**src/rtl/rjrx_pkg.sv**
```systemverilog
package rjrx_pkg;

    localparam int unsigned RJ_WORD_W      = 18;
    localparam int unsigned RJ_MIN_PERIOD  = 36;
    localparam int unsigned RJ_SYNC_STAGES = 2;

    typedef struct packed {
        logic [RJ_WORD_W-1:0] word;
        logic                 left;
    } rj_sample_t;

    typedef enum logic [1:0] {
        SLOT_NONE   = 2'd0,
        SLOT_PRIME  = 2'd1,
        SLOT_ACCEPT = 2'd2,
        SLOT_SHORT  = 2'd3
    } slot_verdict_e;

    function automatic slot_verdict_e judge_slot(input logic boundary,
                                                 input logic armed,
                                                 input logic full);
        if (!boundary)  return SLOT_NONE;
        if (!armed)     return SLOT_PRIME;
        if (full)       return SLOT_ACCEPT;
        return SLOT_SHORT;
    endfunction

endpackage

```
**src/rtl/rjrx_sync.sv**
```systemverilog
module rjrx_sync #(
    parameter int unsigned WIDTH  = 3,
    parameter int unsigned STAGES = 2
) (
    input  logic             clk,
    input  logic             rst,
    input  logic [WIDTH-1:0] d_async,
    output logic [WIDTH-1:0] d_sync
);
    logic [WIDTH-1:0] chain [STAGES];

    genvar g;
    generate
        for (g = 0; g < STAGES; g++) begin : g_stage
            if (g == 0) begin : g_first
                always_ff @(posedge clk) begin
                    if (rst) chain[0] <= '0;
                    else     chain[0] <= d_async;
                end
            end else begin : g_next
                always_ff @(posedge clk) begin
                    if (rst) chain[g] <= '0;
                    else     chain[g] <= chain[g-1];
                end
            end
        end
    endgenerate

    assign d_sync = chain[STAGES-1];
endmodule

```
**src/rtl/rjrx_edge.sv**
```systemverilog
module rjrx_edge (
    input  logic clk,
    input  logic rst,
    input  logic bclk_s,
    input  logic ws_s,
    output logic bclk_rise,
    output logic ws_edge,
    output logic ws_level_old
);
    logic bclk_q;
    logic ws_q;

    always_ff @(posedge clk) begin
        if (rst) begin
            bclk_q <= 1'b0;
            ws_q   <= 1'b0;
        end else begin
            bclk_q <= bclk_s;
            ws_q   <= ws_s;
        end
    end

    assign bclk_rise    = bclk_s & ~bclk_q;
    assign ws_edge      = ws_s ^ ws_q;
    assign ws_level_old = ws_q;
endmodule

```
**src/rtl/rjrx_shift.sv**
```systemverilog
module rjrx_shift #(
    parameter int unsigned WORD_W   = 18,
    parameter int unsigned MIN_SLOT = 18
) (
    input  logic              clk,
    input  logic              rst,
    input  logic              bit_in,
    input  logic              bclk_rise,
    input  logic              ws_edge,
    output logic [WORD_W-1:0] word,
    output logic              slot_full
);
    localparam int unsigned CNT_W = $clog2(MIN_SLOT + 1);
    localparam logic [CNT_W-1:0] CNT_SAT = CNT_W'(MIN_SLOT);

    logic [CNT_W-1:0] cnt;

    always_ff @(posedge clk) begin
        if (rst) begin
            word <= '0;
            cnt  <= '0;
        end else begin
            if (bclk_rise)
                word <= {word[WORD_W-2:0], bit_in};
            if (ws_edge)
                cnt <= bclk_rise ? CNT_W'(1) : '0;
            else if (bclk_rise && cnt != CNT_SAT)
                cnt <= cnt + 1'b1;
        end
    end

    assign slot_full = (cnt == CNT_SAT);
endmodule

```
**src/rtl/rj_audio_rx.sv**
```systemverilog
module rj_audio_rx
    import rjrx_pkg::*;
#(
    parameter int unsigned MIN_PERIOD  = RJ_MIN_PERIOD,
    parameter int unsigned SYNC_STAGES = RJ_SYNC_STAGES
) (
    input  logic                 clk,
    input  logic                 rst,
    input  logic                 bclk_in,
    input  logic                 ws_in,
    input  logic                 sd_in,
    output logic [RJ_WORD_W-1:0] smp_data,
    output logic                 smp_left,
    output logic                 smp_valid,
    output logic                 frame_err
);
    localparam int unsigned MIN_SLOT = MIN_PERIOD / 2;

    logic [2:0]           pins_s;
    logic                 bclk_rise;
    logic                 ws_edge;
    logic                 ws_level_old;
    logic [RJ_WORD_W-1:0] shift_word;
    logic                 slot_full;
    logic                 armed;
    slot_verdict_e        verdict;
    rj_sample_t           sample_q;

    rjrx_sync #(.WIDTH(3), .STAGES(SYNC_STAGES)) u_sync (
        .clk     (clk),
        .rst     (rst),
        .d_async ({sd_in, ws_in, bclk_in}),
        .d_sync  (pins_s)
    );

    rjrx_edge u_edge (
        .clk          (clk),
        .rst          (rst),
        .bclk_s       (pins_s[0]),
        .ws_s         (pins_s[1]),
        .bclk_rise    (bclk_rise),
        .ws_edge      (ws_edge),
        .ws_level_old (ws_level_old)
    );

    rjrx_shift #(.WORD_W(RJ_WORD_W), .MIN_SLOT(MIN_SLOT)) u_shift (
        .clk       (clk),
        .rst       (rst),
        .bit_in    (pins_s[2]),
        .bclk_rise (bclk_rise),
        .ws_edge   (ws_edge),
        .word      (shift_word),
        .slot_full (slot_full)
    );

    always_comb verdict = judge_slot(ws_edge, armed, slot_full);

    always_ff @(posedge clk) begin
        if (rst) begin
            armed     <= 1'b0;
            sample_q  <= '0;
            smp_valid <= 1'b0;
            frame_err <= 1'b0;
        end else begin
            smp_valid <= 1'b0;
            frame_err <= 1'b0;
            unique case (verdict)
                SLOT_PRIME:  armed <= 1'b1;
                SLOT_ACCEPT: begin
                    sample_q.word <= shift_word;
                    sample_q.left <= ws_level_old;
                    smp_valid     <= 1'b1;
                end
                SLOT_SHORT:  frame_err <= 1'b1;
                default:     ;
            endcase
        end
    end

    assign smp_data = sample_q.word;
    assign smp_left = sample_q.left;
endmodule

```
**config.mk**
```make
export PLATFORM = sky130hd
export DESIGN_NAME = rj_audio_rx
export DESIGN_NICKNAME = d
export VERILOG_FILES = /design/src/rtl/rjrx_pkg.sv /design/src/rtl/rjrx_sync.sv /design/src/rtl/rjrx_edge.sv /design/src/rtl/rjrx_shift.sv /design/src/rtl/rj_audio_rx.sv
export SDC_FILE = /design/constraint.sdc
export NUM_CORES = 1
export LEC_CHECK = 0
export ABC_CLOCK_PERIOD_IN_PS = 3100
export CAP_MARGIN = 30
export CORE_MARGIN = 2
export CORE_UTILIZATION = 57
export CTS_CLUSTER_SIZE = 14
export DETAILED_ROUTE_END_ITERATION = 6
export PLACE_DENSITY = 0.82
export REMOVE_ABC_BUFFERS = 1
export SLEW_MARGIN = 20
export SYNTH_ARGS = -nofsm -noshare
export SYNTH_HDL_FRONTEND = slang
export SYNTH_SLANG_ARGS = --single-unit
```
**constraint.sdc**
```tcl
create_clock -name clk -period 3.1 [get_ports clk]
set_input_delay 0.62 -clock clk [delete_from_list [all_inputs] [get_ports clk]]
set_output_delay 0.62 -clock clk [all_outputs]
set_load 0.01 [all_outputs]
```
**After elaboration in Yosys (flattened, before gate mapping)**

Memories as Yosys holds them, arrays and structs flattened.
Index checks and enable logic that the tools add are counted.

- Flip-flop bits (word level): 47
- Bits in writable memories: 6
- Input port bits: 5
- Output and inout bits: 21
- Word-level logic and storage cells: 44
- Memories kept: 1

- Add/sub/neg operators: 1
- Equal/unequal tests: 5
- Multiplexer cells: 21
- Bitwise operators: 5
- Reduce and logical (&&, ||, !) cells: 2

Memories:

| memory | depth | width | read ports | clocked after memory_dff | wr ports | RTL line | source |
|---|---|---|---|---|---|---|---|
| u_sync.chain | 2 | 3 | 2 | 0 | 2 | rjrx_sync.sv:10 | `logic [WIDTH-1:0] chain [STAGES];` |

Operator list:

| kind | number |
|---|---|
| 2-bit two-way mux | 6 |
| 1-bit two-way mux | 11 |
| 5-bit two-way mux | 2 |
| 3-bit two-way mux | 2 |
| 5-bit by 1-bit adder with 5-bit output, second input constant | 1 |
| 5-bit == test, second input constant | 1 |
| 5-bit != test, second input constant | 1 |
| 2-bit == test, second input constant | 2 |
| 2-bit by 1-bit == test with 1-bit output, second input constant | 1 |
| 1-bit OR | 2 |
| 2-bit nonzero test | 1 |
| 1-bit AND | 1 |
| 1-bit logical AND | 1 |
| 1-bit inverter | 1 |
| 1-bit bitwise XOR | 1 |

**Depth between registers and ports, before layout**

Gate-level depths: netlist of run 1.
An unclocked memory read counts as a cell.

- Depth in word-level cells: 10
- Gate-level depth with buffers: 7
- Mapped depth without buffers: 5

**Modules after synthesis**

A second synthesis of run 1 with hierarchy kept.

- Cell total of the unflattened synthesis: 197
- Area, all modules: 2,088.3 µm²

Modules (own cells, without submodules):

| module | times used | cells an instance | area an instance (µm²) | seq. area each (µm²) |
|---|---|---|---|---|
| rj_audio_rx | 1 | 91 | 958.4 | 440.4 |
| rjrx_shift | 1 | 88 | 900.9 | 460.4 |
| rjrx_sync | 1 | 12 | 157.7 | 120.1 |
| rjrx_edge | 1 | 6 | 71.3 | 40.0 |

**Least setup slack after synthesis of run 1**

Ideal clock, no wire load.

- Path kind: register -> register
- Start point: register u_shift.cnt[0]
- End point: register u_shift.cnt[0]
- Library setup time: 117 ps
- Arrival: 1,340 ps
- Required time: 2,983 ps
- Path slack: 1,642 ps
- Stages on the path, launching flop included: 6
- Clock period less this slack: 1,458 ps
- Path through: dfxtp_1 -> inv_1 -> ha_1 -> and4bb_1 -> mux2_1 -> a32o_1

- Word-level cells in the longest chain between the ends: 3

Ends and longest elaborated chain:

| what | RTL line | source |
|---|---|---|
| start: declaration | rjrx_shift.sv:16 | `logic [CNT_W-1:0] cnt;` |
| start signal: assignment | rjrx_shift.sv:26 | `cnt <= bclk_rise ? CNT_W'(1) : '0;` |
| start signal: assignment | rjrx_shift.sv:28 | `cnt <= cnt + 1'b1;` |
| 5-bit by 1-bit adder with 5-bit output / 5-bit != test (equally long branches) | rjrx_shift.sv:28, rjrx_shift.sv:27 |  |
| 5-bit two-way mux / 1-bit logical AND (equally long branches) | rjrx_shift.sv:27 | `else if (bclk_rise && cnt != CNT_SAT)` |
| 5-bit two-way mux / 2-bit nonzero test (equally long branches) | n/a |  |

Parallel ways exist; a longest one is shown, timed or not. The select of a mux whose other input is x is not followed.
A chain may end at the register's enable or synchronous reset.

**Final worst setup path of run 1**

- Start point: register sample_q, in the netlist smp_left
- End point: output smp_left

RTL lines:

| what | RTL line | source |
|---|---|---|
| start: declaration | rj_audio_rx.sv:27 | `rj_sample_t sample_q;` |
| end: declaration | rj_audio_rx.sv:13 | `output logic smp_left,` |

No word-level cell between the ends.

==> flow_summary.toml, run 1 <==
[pwr]
power_leakage_nw = 0.763
p_total_mw = 1.04
power.density_nw_per_um2 = 447
vdd_drop_max_uv = 383

[global_routing]
grt_pass1_vias = 1362
grt_use_met2 = 0.313
overflow = 0
grtUsageMet1 = 0.228
grt_usage = 0.185
grt_max_degree = 33
antenna_found_initial = 0
gr-max-usage-layer = "met2"
grt_pass1_wl_um = 5930
use_met3 = 0.0393

[final_layout]
syn2layout_area_growth_pct = 16.5
stdcell_count = 292
num_antenna_cells = 0
drive_gt1_frac = 0.0569
fin_nets = 252
fillers = 301

[place]
place_congestion = 0.732
place.port_buffers = 25
dpl.cell_count = 284
place.detailed.hpwl_um = 2340

[floorplanning]
die_y_um = 63.2
die-area_sq_um = 3990
io_pins = 26
std_cell_rows = 21
start_util = 0.594
coreArea_sq_um = 3360
die_w_um = 63.2

[timing]
fin_hold_ws_ns = 0.445
worstMarginPinSlew_ns = 0.765
fmaxAchievable_mhz = 523
finalClockSkew_ns = 0.0161
drv_slew = 0
fin_crit_sh = 0.617
finalCriticalPeriod_ns = 1.91
max_slew_margin = 0.490
fin_setup_tns_ns = 0
rsz0062_at_grt = "false"
finalHoldViolations = 0
finalSetupViolCount = 0

[detailed_routing]
vias_per_cell = 5.23
wl_per_cell_um = 11.8
drt-initial-drc-count = 64
wl_um = 3450
drc = 0
drtPass1Iterations = 4
via_count = 1528
ant_nets = 0

[critical_path]
max_stage_delay_ns = 0.55
worstPathMaxFanout = 3
cp.required_ns = 2.48
critPathBufInv = 1
cp.arrival_ns = 1.29
slowest_stage = "clkdlybuf4s50_1"
worstSetupPathType = "flop to primary output"
critPathLaunchType = "flop"
critPathCaptureType = "primary output"
crit_family = "buffers and inverters"
cp_cell_sequence = "clkdlybuf4s50_1"

[cts]
cts_made_buffers = 5
ctsResizeCount = 0
clk_pin_slew_ns = 0.15
max-clock-path-buffers = 2
cts.sinks = 53
cts_root_buf = "clkbuf_4"
insertion_delay_ns = 0.37
postCtsSetupBuffers = 0
htree_levels = 2
postCtsHoldBufs = 0
cts_tree = "done"

[synthesis]
synth_warnings = 0
yosysUniqueCellTypes = 29
yosysSeqAreaShare = 0.531
async_flop_share = 0
synth_edf_count = 0
avgSynthCellArea_sq_um = 9.00
synth-seq-cells = 53
syn-instance-count = 222
ys.flop_type = "dfxtp_1"
netlist_area_sq_um = 2000

[hold_path]
hold_path.class = "flop to flop"

[status]
status = "complete, no violations"

[flow_run]
maxCapViolations = 0
-- Yosys cell counts, drive strengths merged (2+ instances only) --
master  number  area, sq um
nor2         2         7.51
or3          2         12.5
nor3         2         15.0
inv          5         18.8
buf          4         41.3
dfxtp       53         1060
a21oi       23          115
o21ai        4         20.0
ha           2         25.0
mux2i       18          180
nor2b        8         50.1
clkbuf       9         33.8
nor4         2         12.5
nand2       76          285
-- worst register-to-register path, stage by stage (launching register included) --
cell	delay (ns)
dfxtp_1	0.37
inv_1	0.07
ha_1	0.17
nand4bb_1	0.24
nor3_4	0.43
buf_4	0.33
mux2i_1	0.21
-- power by group --
group          internal (mW)  switching, mW
Combinational         0.0145         0.0281
Clock                 0.0904          0.215
Sequential             0.688        0.00428
Total                  0.793          0.247
-- sequential cells by signal, indices dropped and copies added, names as in the netlist --
| register | flops |
|---|---|
| armed | 1 |
| frame_err | 1 |
| smp_data | 18 |
| smp_left | 1 |
| smp_valid | 1 |
| u_edge.bclk_q | 1 |
| u_edge.ws_level_old | 1 |
| u_shift.cnt | 5 |
| u_shift.word | 18 |
| u_sync.chain | 6 |
-- placed cells by master (no fill, tap or decap), drive strengths merged, types with 2 or more instances in the layout --
| cell type | synthesis | layout |
|---|---|---|
| nand2 | 76 | 76 |
| dfxtp | 53 | 53 |
| clkdlybuf4s50 | 0 | 25 |
| a21oi | 23 | 23 |
| mux2i | 18 | 18 |
| nor2b | 8 | 8 |
| inv | 5 | 5 |
| clkbuf | 9 | 5 |
| o21ai | 4 | 4 |
| buf | 4 | 4 |
| clkinv | 0 | 3 |
| or3 | 2 | 2 |
| nor2 | 2 | 2 |
| nor4 | 2 | 2 |
| ha | 2 | 2 |
| nor3 | 2 | 2 |
-- cell type report --
class / count / area, sq um / share of cell area
clock inverter: 3 / 22.5 / 0.00968
tap: 46 / 57.6 / 0.0247
sequential: 53 / 1060 / 0.456
clock buffer: 5 / 37.5 / 0.0161
multi-input combinational: 151 / 848 / 0.365
inverter: 5 / 18.8 / 0.00807
timing repair buffer: 29 / 280 / 0.120
-- per-stage QoR --
stage	setup slack, ns	utilization	instance area, sq um
finish	1.19	0.692	2330
global route	1.02	0.692	2330
CTS	1.18	0.692	2330
global placement	1.01	0.674	2270
floorplan	1.03	-	1920
detailed placement	0.923	0.674	2270
-- per-layer routing --
metal	up-vias	part of all wire
met5	-	0
met1	711	0.46
met4	0	0.019
met2	30	0.48
li1	778	-
met3	9	0.035
-- worst paths after layout --
check,startpoint,end,slack (ns),cells past startpoint
min,u_sync.chain[1][2],u_shift.word[0],0.44,2
max reg2reg,u_shift.cnt[0],smp_data[13],1.22,6
min reg2reg,u_sync.chain[1][2],u_shift.word[0],0.44,2
max,smp_left,smp_left,1.19,1
-- cells by family after synthesis --
group                      synth area share
and+or+nand+nor                       0.218
xor gates and xnor gates            0.00815
DFF                                   0.531
muxes                                0.0959
AOI/OAI and AO/OA                    0.0871
adders and majority gates            0.0125
buffers and inverters                0.0470
Note: power is estimated with default switching activity, not from simulation.
==> run 2, diff against run 1 <==
- ABC_CLOCK_PERIOD_IN_PS: 3100 -> 1770
- CORE_UTILIZATION: 57 -> 53
- PLACE_DENSITY: 0.82 -> 0.77
- clock period: 3.1 -> 1.77 ns (I/O delays scaled with it)
==> run 2 against run 1 <==
Against the previous run: sequential share of layout area decreased by 1.5 points; utilization decreased by 2.9 points; first-iteration DRC count down 19%; power grew 100%; worst hold slack worse by 0.0027 ns; final cell count up 1.4%; final area up 3.5%; clock-buffer cell count increased by 1; clock power grew to 2.6 times the previous value; largest cell class unchanged; largest power group unchanged.
==> flow_summary.toml, run 2 (synthesized netlist as in run 1, its figures left out) <==
[cts]
insertion_delay_ns = 0.31
ctsResizeCount = 0
cts.sinks = 53
postCtsHoldBufs = 0
clk_pin_slew_ns = 0.08
htree_levels = 2
cts_made_buffers = 5
cts_root_buf = "clkbuf_8"
postCtsSetupBuffers = 0
cts_tree = "done"
max-clock-path-buffers = 2

[floorplanning]
start_util = 0.550
io_pins = 26
die-area_sq_um = 4270
std_cell_rows = 22
die_y_um = 65.4
die_w_um = 65.4
coreArea_sq_um = 3630

[detailed_routing]
drt-initial-drc-count = 52
drc = 0
wl_um = 3340
via_count = 1503
vias_per_cell = 5.08
wl_per_cell_um = 11.3
drtPass1Iterations = 4
ant_nets = 0

[final_layout]
utilization = 0.663
layout_common_cells = "nand2_1 (76), dfxtp_1 (53), clkdlybuf4s50_1 (25)"
drive_gt1_frac = 0.0605
multi_input_area_sq_um = 848
fin_nets = 254
stdcell_count = 296
fillers = 312
syn2layout_area_growth_pct = 20.6
seqCellArea_sq_um = 1060
num_antenna_cells = 0
final_common_cell = "nand2_1"
final_cell_area_sq_um = 2410

[timing]
finalSetupViolCount = 0
fin_crit_sh = 0.896
finalCriticalPeriod_ns = 1.59
fin_hold_ws_ns = 0.442
finalClockSkew_ns = 0.00551
worstMarginPinSlew_ns = 0.378
max_slew_margin = 0.747
fmaxAchievable_mhz = 630
drv_slew = 0
finalHoldViolations = 0
fin_setup_tns_ns = 0
rsz0062_at_grt = "false"

[global_routing]
gr-max-usage-layer = "met2"
antenna_found_initial = 0
grt_use_met2 = 0.274
grt_pass1_vias = 1342
grt_usage = 0.175
use_met3 = 0.0616
overflow = 0
grtUsageMet1 = 0.214
grt_max_degree = 37
grt_pass1_wl_um = 5700

[pwr]
power.share.sequential = 0.578
p_comb_frac = 0.037
intPower_mw = 1.66
power_leakage_nw = 0.795
p_clk_frac = 0.385
power.density_nw_per_um2 = 869
p_sw_uw = 437
switching_share = 0.209
vdd_drop_max_uv = 548

[hold_path]
whs_path_depth = 1
hold_path.class = "flop to flop"

[critical_path]
worstSetupPathType = "flop to flop"
r2r-start = "u_shift.cnt[0]"
cp_cell_sequence = "inv_1 -> ha_1 -> and4bb_1 -> mux2_1 -> a32o_1"
cp-endpoint = "u_shift.cnt[0]"
max_stage_delay_ns = 0.40
worstSetupStartpoint = "u_shift.cnt[0]"
r2r-end = "u_shift.cnt[0]"
cp.required_ns = 1.97
slowest_stage = "dfxtp_1"
cp.arrival_ns = 1.79
worstPathMaxFanout = 5
r2r_slack_ns = 0.18
r2r_cells = 5
critPathLaunchType = "flop"
critPathCaptureType = "flop"

[place]
dpl.cell_count = 288
dpl_cell_area_sq_um = 2300
place.port_buffers = 25
place_congestion = 0.804
place.detailed.hpwl_um = 2230

[flow_run]
maxCapViolations = 0

[status]
status = "complete, no violations"
run 2: cell count changes in the layout (fill, tap and decap cells not counted), sizes merged:
cell and change:
clkbuf +1, buf +2, bufinv +1, clkinv -2
run 2: per-layer routing:
layer / vias to the layer above / routed length (um)
li1: 775 / -
met1: 691 / 1570
met2: 29 / 1550
met3: 8 / 143
met4: 0 / 74
met5: - / 0
run 2: power by group through the flow:
stage	combinational, mW	clock (mW)	sequential [mW]
final	0.0775	0.805	1.21
after global routing	0.0869	0.878	1.21
after CTS	0.0786	0.836	1.21
after detailed placement	0.0780	0	1.24
after global placement	0.0769	0	1.24
after floorplan	0.0383	0	1.24
run 2: per-stage QoR:
step | power [mW] | worst slack [ns]
2_1_floorplan | 1.28 | -0.302
5_1_grt | 2.18 | 0.0588
3_5_place_dp | 1.32 | 0.106
3_3_place_gp | 1.32 | 0.173
4_1_cts | 2.13 | 0.188
6_report | 2.09 | 0.184
run 2: worst min path at each step:
stage	startpoint	endpoint	slack, ns
finish	u_sync.chain[0][0]	u_sync.chain[1][0]	0.44
global route	u_sync.chain[0][1]	u_sync.chain[1][1]	0.46
CTS	u_sync.chain[0][0]	u_sync.chain[1][0]	0.45
detailed placement	u_sync.chain[0][0]	u_sync.chain[1][0]	0.43
global placement	u_sync.chain[0][0]	u_sync.chain[1][0]	0.42
floorplan	u_sync.chain[1][2]	u_shift.word[0]	0.41
run 2: worst max-delay path: cells and delay by family (launching register included):
family / cells / cell delay, ns
AO/OA/AOI/OAI: 1 / 0.26
adder cells (fa/ha/maj): 1 / 0.20
buffers and inverters: 1 / 0.06
flip-flops: 1 / 0.40
multiplexers: 1 / 0.32
AND/OR/NAND/NOR: 1 / 0.25
run 2: area by class of cell:
| type | count | share of cell area |
|---|---|---|
| Inverter | 5 | 0.00780 |
| Clock buffer | 6 | 0.0301 |
| Sequential cell | 53 | 0.441 |
| Multi-Input combinational cell | 151 | 0.352 |
| Tap cell | 48 | 0.0249 |
| Clock inverter | 2 | 0.0161 |
| Timing Repair Buffer | 31 | 0.128 |
